`src/rtl/irq_cond_pkg.sv`:
```
package irq_cond_pkg;

    // Register addresses and the bit used inside each register
    localparam int unsigned REG_MODE = 0;
    localparam int unsigned REG_PULL = 1;
    localparam int unsigned MODE_BIT = 0;
    localparam int unsigned PULL_BIT = 0;

    // Maskable path state
    typedef struct packed {
        logic imask;  // mask bit, 1 = blocked
        logic pend;   // edge-mode pending latch
        logic prev;   // last synchronized pin level
    } mpath_st_t;

    // Configuration registers
    typedef struct packed {
        logic edge_mode;
        logic pull_en;
    } cfg_st_t;

endpackage

```
`src/rtl/irq_sync.sv`:
```
module irq_sync #(
    parameter int unsigned WIDTH  = 2,
    parameter int unsigned STAGES = 2
) (
    input  logic             clk_i,
    input  logic             rst_ni,
    input  logic [WIDTH-1:0] async_i,
    output logic [WIDTH-1:0] sync_o
);

    logic [STAGES-1:0][WIDTH-1:0] chain_q;

    // Pins idle high, so the chain resets to all ones
    always_ff @(posedge clk_i or negedge rst_ni) begin
        if (!rst_ni) begin
            chain_q <= '1;
        end else begin
            chain_q[0] <= async_i;
            for (int s = 1; s < STAGES; s++) begin
                chain_q[s] <= chain_q[s-1];
            end
        end
    end

    assign sync_o = chain_q[STAGES-1];

endmodule

```
`src/rtl/irq_mask_path.sv`:
```
module irq_mask_path
    import irq_cond_pkg::*;
(
    input  logic clk_i,
    input  logic rst_ni,
    input  logic pin_lvl_i,
    input  logic edge_mode_i,
    input  logic imask_set_i,
    input  logic imask_clr_i,
    input  logic ack_i,
    output logic req_o,
    output logic imask_o
);

    mpath_st_t st_d, st_q;
    logic      fall;

    always_comb begin
        st_d      = st_q;
        fall      = st_q.prev & ~pin_lvl_i;
        st_d.prev = pin_lvl_i;

        // set strobe has priority over clear
        if (imask_set_i) begin
            st_d.imask = 1'b1;
        end else if (imask_clr_i) begin
            st_d.imask = 1'b0;
        end

        // a new edge beats an acknowledge; level mode flushes the latch
        if (!edge_mode_i) begin
            st_d.pend = 1'b0;
        end else if (fall) begin
            st_d.pend = 1'b1;
        end else if (ack_i) begin
            st_d.pend = 1'b0;
        end
    end

    always_ff @(posedge clk_i or negedge rst_ni) begin
        if (!rst_ni) begin
            st_q <= '{imask: 1'b1, pend: 1'b0, prev: 1'b1};
        end else begin
            st_q <= st_d;
        end
    end

    assign req_o   = ~st_q.imask & (edge_mode_i ? st_q.pend : ~pin_lvl_i);
    assign imask_o = st_q.imask;


    set_wins_chk: assert property (@(posedge clk_i) disable iff (!rst_ni)
        imask_set_i |=> imask_o);


    edge_sets_pend_chk: assert property (@(posedge clk_i) disable iff (!rst_ni)
        (edge_mode_i && st_q.prev && !pin_lvl_i) |=> st_q.pend);


    ack_clears_pend_chk: assert property (@(posedge clk_i) disable iff (!rst_ni)
        (ack_i && !(st_q.prev && !pin_lvl_i)) |=> !st_q.pend);


    level_drops_pend_chk: assert property (@(posedge clk_i) disable iff (!rst_ni)
        $fell(edge_mode_i) |=> !st_q.pend);

endmodule

```
`src/rtl/irq_nmi_path.sv`:
```
module irq_nmi_path (
    input  logic clk_i,
    input  logic rst_ni,
    input  logic pin_lvl_i,
    input  logic xmask_clr_i,
    output logic req_o,
    output logic xmask_o
);

    logic xmask_d, xmask_q;

    // one-way: only reset can set the mask
    always_comb begin
        xmask_d = xmask_q;
        if (xmask_clr_i) begin
            xmask_d = 1'b0;
        end
    end

    always_ff @(posedge clk_i or negedge rst_ni) begin
        if (!rst_ni) begin
            xmask_q <= 1'b1;
        end else begin
            xmask_q <= xmask_d;
        end
    end

    assign req_o   = ~xmask_q & ~pin_lvl_i;
    assign xmask_o = xmask_q;


    xmask_one_way_chk: assert property (@(posedge clk_i) disable iff (!rst_ni)
        !$rose(xmask_q));

endmodule

```
`src/rtl/irq_cond.sv`:
```
module irq_cond
    import irq_cond_pkg::*;
#(
    parameter int unsigned ADDR_W      = 1,
    parameter int unsigned DATA_W      = 8,
    parameter int unsigned SYNC_STAGES = 2
) (
    input  logic              clk_i,
    input  logic              rst_ni,
    input  logic              irq_pin_ni,
    input  logic              nmi_pin_ni,
    input  logic              cfg_we_i,
    input  logic [ADDR_W-1:0] cfg_addr_i,
    input  logic [DATA_W-1:0] cfg_wdata_i,
    input  logic              imask_set_i,
    input  logic              imask_clr_i,
    input  logic              xmask_clr_i,
    input  logic              irq_ack_i,
    output logic              irq_req_o,
    output logic              nmi_req_o,
    output logic              imask_o,
    output logic              xmask_o,
    output logic              edge_mode_o,
    output logic              pullup_en_o,
    output logic [1:0]        pin_lvl_o
);

    localparam int unsigned NPINS = 2;

    logic [NPINS-1:0] pin_sync;
    cfg_st_t          cfg_d, cfg_q;
    logic             wr_mode, wr_pull;
    logic             unused_wdata;

    assign unused_wdata = ^cfg_wdata_i;

    irq_sync #(
        .WIDTH  (NPINS),
        .STAGES (SYNC_STAGES)
    ) i_sync (
        .clk_i   (clk_i),
        .rst_ni  (rst_ni),
        .async_i ({nmi_pin_ni, irq_pin_ni}),
        .sync_o  (pin_sync)
    );

    assign wr_mode = cfg_we_i && (cfg_addr_i == ADDR_W'(REG_MODE));
    assign wr_pull = cfg_we_i && (cfg_addr_i == ADDR_W'(REG_PULL));

    always_comb begin
        cfg_d = cfg_q;
        if (wr_mode) begin
            cfg_d.edge_mode = cfg_wdata_i[MODE_BIT];
        end
        if (wr_pull) begin
            cfg_d.pull_en = cfg_wdata_i[PULL_BIT];
        end
    end

    always_ff @(posedge clk_i or negedge rst_ni) begin
        if (!rst_ni) begin
            cfg_q <= '{edge_mode: 1'b0, pull_en: 1'b1};
        end else begin
            cfg_q <= cfg_d;
        end
    end

    irq_mask_path i_mask (
        .clk_i       (clk_i),
        .rst_ni      (rst_ni),
        .pin_lvl_i   (pin_sync[0]),
        .edge_mode_i (cfg_q.edge_mode),
        .imask_set_i (imask_set_i),
        .imask_clr_i (imask_clr_i),
        .ack_i       (irq_ack_i),
        .req_o       (irq_req_o),
        .imask_o     (imask_o)
    );

    irq_nmi_path i_nmi (
        .clk_i       (clk_i),
        .rst_ni      (rst_ni),
        .pin_lvl_i   (pin_sync[1]),
        .xmask_clr_i (xmask_clr_i),
        .req_o       (nmi_req_o),
        .xmask_o     (xmask_o)
    );

    assign edge_mode_o = cfg_q.edge_mode;
    assign pullup_en_o = cfg_q.pull_en;
    assign pin_lvl_o   = pin_sync;


    pull_write_chk: assert property (@(posedge clk_i) disable iff (!rst_ni)
        wr_pull |=> (pullup_en_o == $past(cfg_wdata_i[PULL_BIT])));


    mode_untouched_chk: assert property (@(posedge clk_i) disable iff (!rst_ni)
        (cfg_we_i && !wr_mode) |=> $stable(edge_mode_o));

endmodule

```
`config.mk`:
```
export PLATFORM = sky130hd
export DESIGN_NAME = irq_cond
export DESIGN_NICKNAME = d
export VERILOG_FILES = /design/src/rtl/irq_cond_pkg.sv /design/src/rtl/irq_sync.sv /design/src/rtl/irq_mask_path.sv /design/src/rtl/irq_nmi_path.sv /design/src/rtl/irq_cond.sv
export SDC_FILE = /design/constraint.sdc
export NUM_CORES = 1
export LEC_CHECK = 0
export BUFFER_PORTS_ARGS = -buffer_cell sky130_fd_sc_hd__buf_2
export CAP_MARGIN = 20
export CORE_AREA = 2 2 39 41
export CTS_CLUSTER_DIAMETER = 200
export DETAILED_ROUTE_END_ITERATION = 8
export DIE_AREA = 0 0 41 43
export PLACE_DENSITY = 0.59
export SLEW_MARGIN = 0
export SYNTH_ARGS = -nofsm -noshare
export SYNTH_HDL_FRONTEND = slang
export SYNTH_SLANG_ARGS = --single-unit
```
`constraint.sdc`:
```
create_clock -name clk_i -period 2.3 [get_ports clk_i]
set_input_delay 0.575 -clock clk_i [delete_from_list [all_inputs] [get_ports clk_i]]
set_output_delay 0.575 -clock clk_i [all_outputs]
set_load 0.02 [all_outputs]
```
==> results_dict.tcl <==
set metrics [dict create \
    worstPathCellList "or2_1, a21oi_1, buf_2" \
    path_buf_inv 1 \
    synth_warnings 0 \
    portBuffers 18 \
    synthesis.instances 26 \
    grt_pass1_vias 207 \
    cts_tree "done" \
    drc 0 \
    synth_edf_count 0 \
    fillers 144 \
    timing.rr.start "edge_mode_o" \
    maxCapViolCount 0 \
    wirelength_microns 496 \
    slowest_stage "dfrtp_1" \
    outcome "finished, final reports clean" \
    max_slew_margin_pct 86.2 \
    rrSetupSlack_ns 1.49 \
    r2r_cells 1 \
    insertion_delay_ns 0.25 \
    die_area_sq_um 1760 \
    synth_ff_type "dfstp_2" \
    final.setup.tns_ns 0 \
    ys_types 13 \
    yosysTopAreaCell "dfstp_2" \
    post_cts_buffers 0 \
    die_h_microns 43 \
    hold_viol 0 \
    startpoint_type "flop" \
    first_pass_iters 1 \
    worst_pin_slew_ns 0.207 \
    clk_path_buf_depth 2 \
    areaGrowthSynthToFinish_pct 36.1 \
    num_rows 14 \
    yosys-top-cells-area "dfstp_2, dfrtp_1, mux2_1" \
    num_antenna_cells 0 \
    htree_levels 1 \
    routabilityCongestion 0.598 \
    antenna_found_initial 0 \
    critPathKind "reg2out" \
    slowest_delay_ns 0.41 \
    drive_above_1_share_pct 65.2 \
    finalCritPeriodShare_pct 76.6 \
    setup_viol 0 \
    synth_most_common_cell "dfstp_2" \
    crit_path_start "edge_mode_o" \
    synth_nets 44 \
    initial_core_util_pct 26.3 \
    num_io_pins 26 \
    post_cts_resized 0 \
    grt_pass1_wl_microns 717 \
    worstHoldPathType "in2async" \
    drtIter0Drc 0 \
    vias 239 \
    coreArea_sq_um 1380 \
    clk_pin_slew_worst_paths_ns 0.06 \
    die_w_microns 41 \
    grt_use_total_pct 6.23 \
    fmax_mhz 568 \
    vias_per_cell 3.85 \
    synth-seq-cells 10 \
    numClockSinks 10 \
    end_kind "output pin" \
    required_ns 1.73 \
    leakage_nw 0.241 \
    drv_slew 0 \
    wl_per_cell_microns 8.00 \
    overflow 0 \
    cts_root_buf "clkbuf_4" \
    fin_util_pct 35.8 \
    ir_worst_vdd_mv 0.377 \
    path_depth 3 \
    netlist.area_leader.share_pct 57.7 \
    fin_worst_skew_ns 0.00150 \
    endpoint "irq_req_o" \
    crit_family "flip-flops" \
    numCtsBuffers 3 \
    avgSynthCellArea_sq_um 14.0 \
    synth_area_sq_um 364 \
    r2r_end "edge_mode_o" \
    grt_max_degree 11 \
    rsz0062_at_grt "false" \
    ctsHoldBuffers 0 \
    yosysSeqAreaShare_pct 71.5 \
    power_per_cell_area_nw_per_um2 801 \
    fin_crit_ns 1.76 \
    layout.nets 65 \
    arrival_ns 1.19 \
    path_max_fanout 5 \
    postRouteAntennaNets 0 \
    synth_async_sr_flop_share_pct 100 \
]
[sequential cells by signal, indices dropped and copies added (netlist names)]
name and cells:
i_mask.st_q 2, i_nmi.xmask_o 1, pullup_en_o 1, i_sync.sync_o 2, edge_mode_o 1, i_sync.chain_q 2, i_mask.imask_o 1
[stage by stage]
step | cell area (sq um) | setup slack (ns) | total power, mW | std cells | hold slack, ns
4_1_cts | 495 | 0.515 | 0.406 | 62 | 0.161
5_1_grt | 495 | 0.465 | 0.419 | 62 | 0.158
6_report | 495 | 0.539 | 0.397 | 62 | 0.165
3_5_place_dp | 459 | 0.799 | 0.253 | 58 | 0.347
3_3_place_gp | 459 | 0.815 | 0.252 | 58 | 0.346
2_1_floorplan | 364 | 0.669 | 0.232 | 26 | 0.279
[how the worst min path moves through the flow]
stage | end | slack [ns] | cells past startpoint
finish | i_mask.st_q[1] | 0.17 | 1
floorplan | edge_mode_o | 0.28 | 0
detailed placement | i_sync.sync_o[1] | 0.35 | 0
CTS | i_mask.st_q[1] | 0.16 | 1
global placement | i_sync.sync_o[0] | 0.35 | 0
global route | i_mask.st_q[1] | 0.16 | 1
[cell families (layout without fill, tap and decap cells)]
group / count (synthesis) / count (layout) / share of synthesized area [%]
mux: 2 / 2 / 6.19
compound gates: 3 / 3 / 5.50
simple gates: 8 / 8 / 11.7
flops: 10 / 10 / 71.5
buf+inv: 3 / 23 / 5.15
[area by class of cell]
| type | instances | area [sq um] | share of cell area, % |
|---|---|---|---|
| sequential | 10 | 260 | 52.5 |
| timing repair buffer | 18 | 90.1 | 18.2 |
| tap | 16 | 20.0 | 4.04 |
| clock buffer | 4 | 36.3 | 7.32 |
| multi-input combinational | 13 | 85.1 | 17.2 |
| inverter | 1 | 3.75 | 0.758 |
[where the power goes]
group | internal, mW | switching (mW)
clock | 0.0957 | 0.0520
sequential | 0.195 | 0.00702
combinational | 0.0210 | 0.0264
total | 0.311 | 0.0854
[layout by cell type, fill, tap and decap left out]
cell type   n
dfrtp_1     2
mux2_1      2
nor2b_1     2
buf_2      18
nand2_1     2
or2_1       1
a21o_1      1
nor2_1      1
a21oi_1     1
a21boi_1    1
dfstp_2     8
inv_1       1
clkbuf_4    3
clkbuf_8    1
nand2b_1    2
[metal layers]
layer  routed length, microns  global-route usage [%]  vias to the layer above
li1                         -                       -                      121
met1                      223                    6.80                      109
met5                        0                       0                        -
met4                        0                    4.00                        0
met3                       37                    3.14                        0
met2                      235                    9.06                        9
Power figures use the tool's default switching activity.
